[src/rtl/dq_pkg.sv]
package dq_pkg;
    localparam int NSLOT = 5;
    localparam int NOPS  = 3;

    typedef enum logic [2:0] {
        CL_ALU = 3'd0,
        CL_MUL = 3'd1,
        CL_DIV = 3'd2,
        CL_LD  = 3'd3,
        CL_ST  = 3'd4,
        CL_BR  = 3'd5,
        CL_FPU = 3'd6,
        CL_RSV = 3'd7
    } fu_class_e;

    typedef enum logic [1:0] {
        ES_FREE  = 2'd0,
        ES_WAIT  = 2'd1,
        ES_READY = 2'd2
    } ent_state_e;
endpackage

[src/rtl/dq_entry.sv]
module dq_entry
    import dq_pkg::*;
#(
    parameter int AGE_W = 8
) (
    input  logic                 clk,
    input  logic                 rst,
    input  logic                 enq,
    input  logic [2:0]           enq_class,
    input  logic [NOPS-1:0]      enq_ops,
    input  logic                 set,
    input  logic [NOPS-1:0]      set_mask,
    input  logic                 grant,
    output logic                 rdy,
    output logic                 free,
    output logic [2:0]           cls,
    output logic [AGE_W-1:0]     age
);
    localparam logic [AGE_W-1:0] AGE_MAX = {AGE_W{1'b1}};

    ent_state_e            st_q, st_d;
    logic [2:0]            cls_q, cls_d;
    logic [NOPS-1:0]       ops_q, ops_d;
    logic [AGE_W-1:0]      age_q, age_d;
    logic [AGE_W-1:0]      age_inc;

    assign age_inc = (age_q == AGE_MAX) ? age_q : age_q + 1'b1;

    always_ff @(posedge clk) begin
        if (rst) begin
            st_q  <= ES_FREE;
            cls_q <= '0;
            ops_q <= '0;
            age_q <= '0;
        end else begin
            st_q  <= st_d;
            cls_q <= cls_d;
            ops_q <= ops_d;
            age_q <= age_d;
        end
    end

    always_comb begin
        st_d  = st_q;
        cls_d = cls_q;
        ops_d = ops_q;
        age_d = age_q;
        unique case (st_q)
            ES_FREE: begin
                if (enq) begin
                    cls_d = enq_class;
                    ops_d = enq_ops;
                    age_d = '0;
                    st_d  = (&enq_ops) ? ES_READY : ES_WAIT;
                end
            end
            ES_WAIT: begin
                age_d = age_inc;
                if (set) begin
                    ops_d = ops_q | set_mask;
                end
                if (&ops_d) begin
                    st_d = ES_READY;
                end
            end
            ES_READY: begin
                if (grant) begin
                    st_d = ES_FREE;
                end else begin
                    age_d = age_inc;
                end
            end
            default: st_d = ES_FREE;
        endcase
    end

    always_comb begin
        rdy  = (st_q == ES_READY);
        free = (st_q == ES_FREE);
        cls  = cls_q;
        age  = age_q;
    end
endmodule

[src/rtl/dq_pick.sv]
module dq_pick #(
    parameter int DEPTH = 16,
    parameter int AGE_W = 8,
    parameter int IW    = $clog2(DEPTH)
) (
    input  logic [DEPTH-1:0]             req,
    input  logic [DEPTH-1:0][AGE_W-1:0]  age,
    output logic                         found,
    output logic [IW-1:0]                idx
);
    logic [AGE_W-1:0] best;

    always_comb begin
        found = 1'b0;
        idx   = '0;
        best  = '0;
        for (int i = 0; i < DEPTH; i++) begin
            if (req[i] && (!found || age[i] > best)) begin
                found = 1'b1;
                idx   = IW'(i);
                best  = age[i];
            end
        end
    end
endmodule

[src/rtl/shared_slot_dispatch.sv]
module shared_slot_dispatch
    import dq_pkg::*;
#(
    parameter int DEPTH = 16,
    parameter int AGE_W = 8,
    parameter int IW    = $clog2(DEPTH)
) (
    input  logic                          clk,
    input  logic                          rst,
    input  logic                          enq_valid,
    input  logic [IW-1:0]                 enq_idx,
    input  logic [2:0]                    enq_class,
    input  logic [2:0]                    enq_ops,
    input  logic                          set_valid,
    input  logic [IW-1:0]                 set_idx,
    input  logic [2:0]                    set_mask,
    output logic [4:0]                    slot_vld,
    output logic [4:0][IW-1:0]            slot_idx,
    output logic [4:0][DEPTH-1:0]         slot_grant
);
    logic [DEPTH-1:0]             ent_rdy;
    logic [DEPTH-1:0]             ent_free;
    logic [DEPTH-1:0][2:0]        ent_cls;
    logic [DEPTH-1:0][AGE_W-1:0]  ent_age;
    logic [DEPTH-1:0]             ent_grant;

    logic [DEPTH-1:0] m_alu, m_alu2, m_mul, m_div, m_mem, m_brf;
    logic             f_alu0, f_alu1, f_mul, f_div, f_mem, f_brf;
    logic [IW-1:0]    i_alu0, i_alu1, i_mul, i_div, i_mem, i_brf;

    for (genvar g = 0; g < DEPTH; g++) begin : g_ent
        dq_entry #(.AGE_W(AGE_W)) u_ent (
            .clk       (clk),
            .rst       (rst),
            .enq       (enq_valid && enq_idx == IW'(g)),
            .enq_class (enq_class),
            .enq_ops   (enq_ops),
            .set       (set_valid && set_idx == IW'(g)),
            .set_mask  (set_mask),
            .grant     (ent_grant[g]),
            .rdy       (ent_rdy[g]),
            .free      (ent_free[g]),
            .cls       (ent_cls[g]),
            .age       (ent_age[g])
        );
        assign m_alu[g] = ent_rdy[g] && ent_cls[g] == CL_ALU;
        assign m_mul[g] = ent_rdy[g] && ent_cls[g] == CL_MUL;
        assign m_div[g] = ent_rdy[g] && ent_cls[g] == CL_DIV;
        assign m_mem[g] = ent_rdy[g] && (ent_cls[g] == CL_LD || ent_cls[g] == CL_ST);
        assign m_brf[g] = ent_rdy[g] && (ent_cls[g] == CL_BR || ent_cls[g] == CL_FPU);
    end

    dq_pick #(.DEPTH(DEPTH), .AGE_W(AGE_W), .IW(IW)) u_p_alu0 (
        .req(m_alu), .age(ent_age), .found(f_alu0), .idx(i_alu0));

    always_comb begin
        m_alu2 = m_alu;
        if (f_alu0) m_alu2[i_alu0] = 1'b0;
    end

    dq_pick #(.DEPTH(DEPTH), .AGE_W(AGE_W), .IW(IW)) u_p_alu1 (
        .req(m_alu2), .age(ent_age), .found(f_alu1), .idx(i_alu1));
    dq_pick #(.DEPTH(DEPTH), .AGE_W(AGE_W), .IW(IW)) u_p_div (
        .req(m_div), .age(ent_age), .found(f_div), .idx(i_div));
    dq_pick #(.DEPTH(DEPTH), .AGE_W(AGE_W), .IW(IW)) u_p_mul (
        .req(m_mul), .age(ent_age), .found(f_mul), .idx(i_mul));
    dq_pick #(.DEPTH(DEPTH), .AGE_W(AGE_W), .IW(IW)) u_p_mem (
        .req(m_mem), .age(ent_age), .found(f_mem), .idx(i_mem));
    dq_pick #(.DEPTH(DEPTH), .AGE_W(AGE_W), .IW(IW)) u_p_brf (
        .req(m_brf), .age(ent_age), .found(f_brf), .idx(i_brf));

    always_comb begin
        slot_vld    = {f_brf, f_mem, f_div | f_mul, f_alu1, f_alu0};
        slot_idx[0] = i_alu0;
        slot_idx[1] = i_alu1;
        slot_idx[2] = f_div ? i_div : i_mul;
        slot_idx[3] = i_mem;
        slot_idx[4] = i_brf;
        for (int s = 0; s < NSLOT; s++) begin
            slot_grant[s] = '0;
            if (slot_vld[s]) slot_grant[s][slot_idx[s]] = 1'b1;
        end
        ent_grant = '0;
        for (int s = 0; s < NSLOT; s++) begin
            ent_grant = ent_grant | slot_grant[s];
        end
    end
endmodule

[config.mk]
export PLATFORM = sky130hd
export DESIGN_NAME = shared_slot_dispatch
export DESIGN_NICKNAME = d
export VERILOG_FILES = /design/src/rtl/dq_pkg.sv /design/src/rtl/dq_entry.sv /design/src/rtl/dq_pick.sv /design/src/rtl/shared_slot_dispatch.sv
export SDC_FILE = /design/constraint.sdc
export NUM_CORES = 2
export LEC_CHECK = 0
export BUFFER_PORTS_ARGS = -buffer_cell sky130_fd_sc_hd__buf_2
export CORE_ASPECT_RATIO = 1.75
export CORE_MARGIN = 3
export CORE_UTILIZATION = 40
export DETAILED_ROUTE_END_ITERATION = 12
export SETUP_SLACK_MARGIN = 0.15
export SLEW_MARGIN = 20
export SYNTH_ARGS = -nofsm -noshare
export SYNTH_HDL_FRONTEND = slang
export SYNTH_SLANG_ARGS = --single-unit
[constraint.sdc]
create_clock -name clk -period 62.7 [get_ports clk]
set_input_delay 6.27 -clock clk [delete_from_list [all_inputs] [get_ports clk]]
set_output_delay 6.27 -clock clk [all_outputs]
set_load 0.01 [all_outputs]
=== After elaboration in Yosys (flattened, before gate mapping) ===
Cells that the tools add are included.
Widths: inputs -> output; s select.

* Multiplexer cells: 486
* Magnitude comparators: 100
* Reductions and logical operators: 566
* Equality and inequality tests: 238
* Bitwise operators: 23
* Add/subtract/negate cells: 16

{| class="wikitable"
|+ Operators with widths
! kind !! count
|-
| $mux 8 || 138
|-
| $gt 8x8->1 || 90
|-
| $pmux 8 s3 || 16
|-
| $mux 3 || 72
|-
| $logic_and 1x1->1 || 207
|-
| $mux 4 || 49
|-
| $reduce_and 3->1 || 49
|-
| $eq 3x3->1 const B || 48
|-
| $add 8x1->8 const B || 16
|-
| $eq 8x8->1 const B || 16
|-
| $logic_or 1x1->1 || 122
|-
| $mux 2 || 61
|-
| $mux 1 || 107
|-
| $eq 3x2->1 const B || 32
|-
| $mux 16 || 6
|-
| $pmux 2 s3 || 16
|-
| $pmux 3 s2 || 16
|-
| $logic_not 1->1 || 90
|-
| $eq 4x4->1 const B || 16
|-
| $ne 2x1->1 const B || 32
|-
| $ne 2x2->1 const B || 32
|-
| $or 16x16->16 || 4
|-
| $reduce_and 2->1 || 32
|-
| $eq 3x1->1 const B || 16
|-
| other kinds (17) || 146
|}

* Word-level logic and storage cells: 1,493
* Input port bits: 21
* Bits in registers: 256

=== Depth between registers and ports, before layout ===
* Word-level depth: 142
* Mapped depth: 391
* Depth with buffers taken out: 362

=== Modules after synthesis ===
Synthesis repeated with hierarchy kept, for this count alone.

* Cells, all modules: 6,643
* Area total of the unflattened synthesis: 49,809.0 µm²

{| class="wikitable"
|+ By module, submodules not included
! module !! times used !! cells each !! area each (µm²)
|-
| dq_pick (u_p_div ...) || 3 || 727 || 5,338.9
|-
| dq_entry || 16 || 110 || 920.9
|-
| dq_pick (u_p_brf) || 1 || 789 || 5,761.8
|-
| dq_pick (u_p_alu0) || 1 || 773 || 5,509.0
|-
| dq_pick (u_p_alu1) || 1 || 732 || 5,277.6
|-
| shared_slot_dispatch || 1 || 408 || 2,509.9
|}

=== Least setup slack after synthesis ===
Ideal clock, no wire load.

* Path kind: register -> output
* From: register g_ent[0].u_ent.st_q[0]
* To: output port slot_grant[18] in the netlist's numbering
* Path slack: -4,475 ps
* Data arrival time: 60,905 ps
* Cell stages (with the launch flop): 375
* Path buffers: 34
* Required time: 56,430 ps
* Cell sequence: dfxtp_1 -> inv_1 -> ha_1 -> nor4b_4 -> buf_4 -> nand2_1 -> ha_1 -> a21oi_1 -> o21ai_0 -> o21ai_0 -> a21oi_1 -> clkbuf_1 -> nand2_1 -> o21ai_0 -> inv_1 -> ha_1 -> a211oi_1 -> nor2_1 -> [... 339 more ...] -> mux2_2 -> ha_1 -> nor2b_1 -> o21a_1 -> o21ai_0 -> nand2b_1 -> a21oi_1 -> o21ai_0 -> o21ai_0 -> a21oi_1 -> inv_1 -> and2_1 -> nand2_1 -> a31oi_1 -> and2_1 -> buf_4 -> and3_1 -> clkbuf_1

{| class="wikitable"
|+ RTL lines
! item !! line !! source
|-
| start: declaration || dq_entry.sv:21 || <nowiki>ent_state_e st_q, st_d;</nowiki>
|-
| start signal: assignment || dq_entry.sv:36 || <nowiki>st_q <= st_d;</nowiki>
|-
| end: declaration || shared_slot_dispatch.sv:19 || <nowiki>output logic [4:0][DEPTH-1:0] slot_grant</nowiki>
|}

==> results.toml <==
[run_status]
outcome = "finished, final reports clean"

[layout]
syn2layout_area_growth_pct = 26.5
drive_gt1_frac = 0.240
fill_cells = 10700
fin_nets = 7725
layout.cells.most_common = "buf_4"
final_core_util = 0.510
final_cell_mix = "727 x buf_4, 687 x ha_1, 591 x nor2_1, 591 x nand2_1, 525 x a21oi_1"

[logic_synthesis]
syn_nets = 7022
ys_types = 118
async_flop_share = 0
yosysSeqAreaShare = 0.117
ys.flop_type = "dfxtp_1"
synth_area_leaders = "ha_1 22%, dfxtp_1 12%, a21oi_1 6.8%, nor2_1 5.4%, o21ai_0 5.4%"
netlist.area_leader.share = 0.219
ys_ff_latch = 256
avgSynthCellArea_um2 = 7.03
synthCells = 6233
ys_warn_count = 0
syn_area_um2 = 43800
synth_top_area_cell = "ha_1"
synth_edf_count = 0

[worst_setup_path]
worstPathMaxFanout = 8
cpPeakStageDelay_ns = 0.57
crit_type = "reg2out"
rr_worst_depth = 337
cp.arrival_ns = 55.35
r2r-start = "g_ent[0].u_ent.st_q[1]"
reg2reg_to = "g_ent[4].u_ent.age[3]"
cp_slowest_cell = "or4b_4"
crit_required_ns = 56.43
worstSetupStartpointType = "register"
r2r_slack_ns = 6.84
crit_path_end_kind = "output pin"

[cts]
cts_root_buf = "clkbuf_16"
cts.clk_slew.worst_paths_ns = 0.07
cts_buffer_depth = 3
clock_sinks = 256
h-tree-depth = 1
cts_tree = "yes"
cts_hold_buf = 0
cts_inserted_buffers = 30
clk_latency_ns = 0.68

[power]
combPwrFrac = 0.859
sw_frac_of_total = 0.515
power_density_nw_per_um2 = 50.9
pwr-share-clk = 0.070
power_frac_seq = 0.070
p_sw_w = 0.00146
leakage_nw = 24.9
ir_drop_uv = 40.9
p_int_w = 0.00137

[route]
ant_nets = 0
vias_per_cell = 6.20
wl_per_cell_um = 27.8
dr.pass1.iters = 6
vias = 52300
drc = 0
routed_wl_mm = 234
drtIter0Drc = 4225

[die]
start_util = 0.403
core-area_um2 = 109000
die_h_um = 444
fp-row-count = 160
boundaryPins = 126
die-area_um2 = 114000
die_w_um = 256

[global_routing]
grt_pass1_wl_mm = 327
grt_max_degree = 91
grtUsageTotal = 0.387
grt_pass1_vias = 49100
antenna_found_initial = 7
gr-total-overflow = 0

[timing]
rsz0062_at_grt = "yes"
hold_ws_ns = 0.483
max-slew-margin-rel = 0.134
setup_viol = 0
finalHoldViolations = 0
fmax_mhz = 16.2
skew_ns = 0.0565
slew_viol_final = 0
period_needed_ns = 61.62
period_share = 0.983
finalSetupTns_ns = 0
tightest_slew_ns = 1.29

[place]
dpl.hpwl_mm = 186
place_congestion = 1.11
port_buffers = 125

[flow_run]
drv_cap = 0

[worst_hold_path]
holdPathEnd = "g_ent[15].u_ent.st_q[0]"
hp-start = "g_ent[15].u_ent.st_q[0]"
whs_path_depth = 2
worstHoldPathType = "reg2reg"
==> per-stage QoR <==
step	instances	setup slack, ns	total power, W	area (um2)
3_5_place_dp	8197	-0.754	0.00211	50200
6_report	8424	1.08	0.00283	55500
5_1_grt	8416	-1.79	0.00296	55500
2_1_floorplan	6233	0.160	0.00124	44100
3_3_place_gp	8197	0.725	0.00210	50200
4_1_cts	8278	0.155	0.00236	51700
==> worst max-delay path by stage <==
stage                           start              to
2_1_floorplan  g_ent[0].u_ent.st_q[0]  slot_grant[19]
3_3_place_gp   g_ent[0].u_ent.st_q[0]  slot_grant[23]
3_5_place_dp   g_ent[0].u_ent.st_q[0]  slot_grant[22]
4_1_cts        g_ent[0].u_ent.st_q[0]  slot_grant[23]
5_1_grt        g_ent[0].u_ent.st_q[0]  slot_grant[23]
6_report       g_ent[0].u_ent.st_q[1]  slot_grant[22]
==> layer usage <==
layer,track usage,part of all wire,vias up
met5,0,0.000051,-
met4,0.416,0.14,2
met3,0.0697,0.068,1125
met2,0.673,0.47,2533
met1,0.370,0.33,24500
li1,-,-,24100
==> sequential cells by signal (all words and copies together), names as in the netlist <==
signal,flops
g_ent.u_ent.ops_q,48
g_ent.u_ent.st_q,32
g_ent.u_ent.age,128
g_ent.u_ent.cls,48
==> timing repair <==
action | in CTS | in global routing
setup endpoints to repair | 20 | 26
endpoints found under the hold margin | 0 | 0
setup buffers | 24 | 128
gates cloned | 4 | 6
pin swaps | 26 | 244
resized for setup | 79 | 603
==> cells by family (layout without fill, tap and decap cells) <==
group	after synthesis	count (layout)	synth area share
other	0	9	0
flip-flops	256	256	0.117
adder cells (fa/ha/maj)	770	770	0.220
XOR/XNOR	12	12	0.00240
AND/OR/NAND/NOR	2329	2331	0.257
AO/OA/AOI/OAI	1795	1798	0.255
multiplexers	347	347	0.0832
buffers and inverters	724	1443	0.0656
==> power by group through the flow <==
stage	sequential (W)	combinational [W]	clock, W
after floorplan	0.000197	0.00104	0
final	0.000199	0.00243	0.000199
after global routing	0.000201	0.00256	0.000205
after global placement	0.000201	0.00190	0
after detailed placement	0.000201	0.00190	0
after CTS	0.000198	0.00196	0.000199
==> critical path, delay by kind of cell (launching register included) <==
family,cells,cell delay [ns]
AOI/OAI and AO/OA,139,21.79
and+or+nand+nor,96,14.00
adders and majority gates,31,7.51
buffers and inverters,53,6.54
muxes,16,4.35
DFF,1,0.38
==> layout make-up <==
cell class / instances / area [um2] / area share
clock inverters: 15 / 199 / 0.00359
inverters: 476 / 1790 / 0.0323
flip-flops and latches: 256 / 5130 / 0.0924
diodes: 9 / 22.5 / 0.000406
well taps: 1458 / 1820 / 0.0329
repair buffers: 914 / 6910 / 0.125
clock buffers: 38 / 851 / 0.0153
multi-input cells: 5258 / 38800 / 0.699
==> synthesized netlist by cell type, types with 13 or more instances <==
cell type and instances:
inv_1 470, nor2_1 628, nor4_1 15, o211ai_1 65
ha_1 768, a31oi_1 16, nand2b_1 164, a211oi_1 42
nor3b_1 19, a21oi_1 596, o2111ai_1 15, and3_1 57
or2_2 28, buf_1 20, a211o_1 21, o21ai_0 471
nand2_1 619, dfxtp_1 256, mux2i_1 208, o21a_1 91
mux2_2 136, nor2b_1 134, a21o_1 137, and2_1 16
nor3_1 127, o31ai_1 40, nand4_1 120, buf_4 15
buf_2 13, o21ai_1 57, or4b_2 20, or3_1 51
o32ai_1 49, nand3_1 250, clkbuf_1 187
No activity file was read; power rests on OpenSTA's default activity.
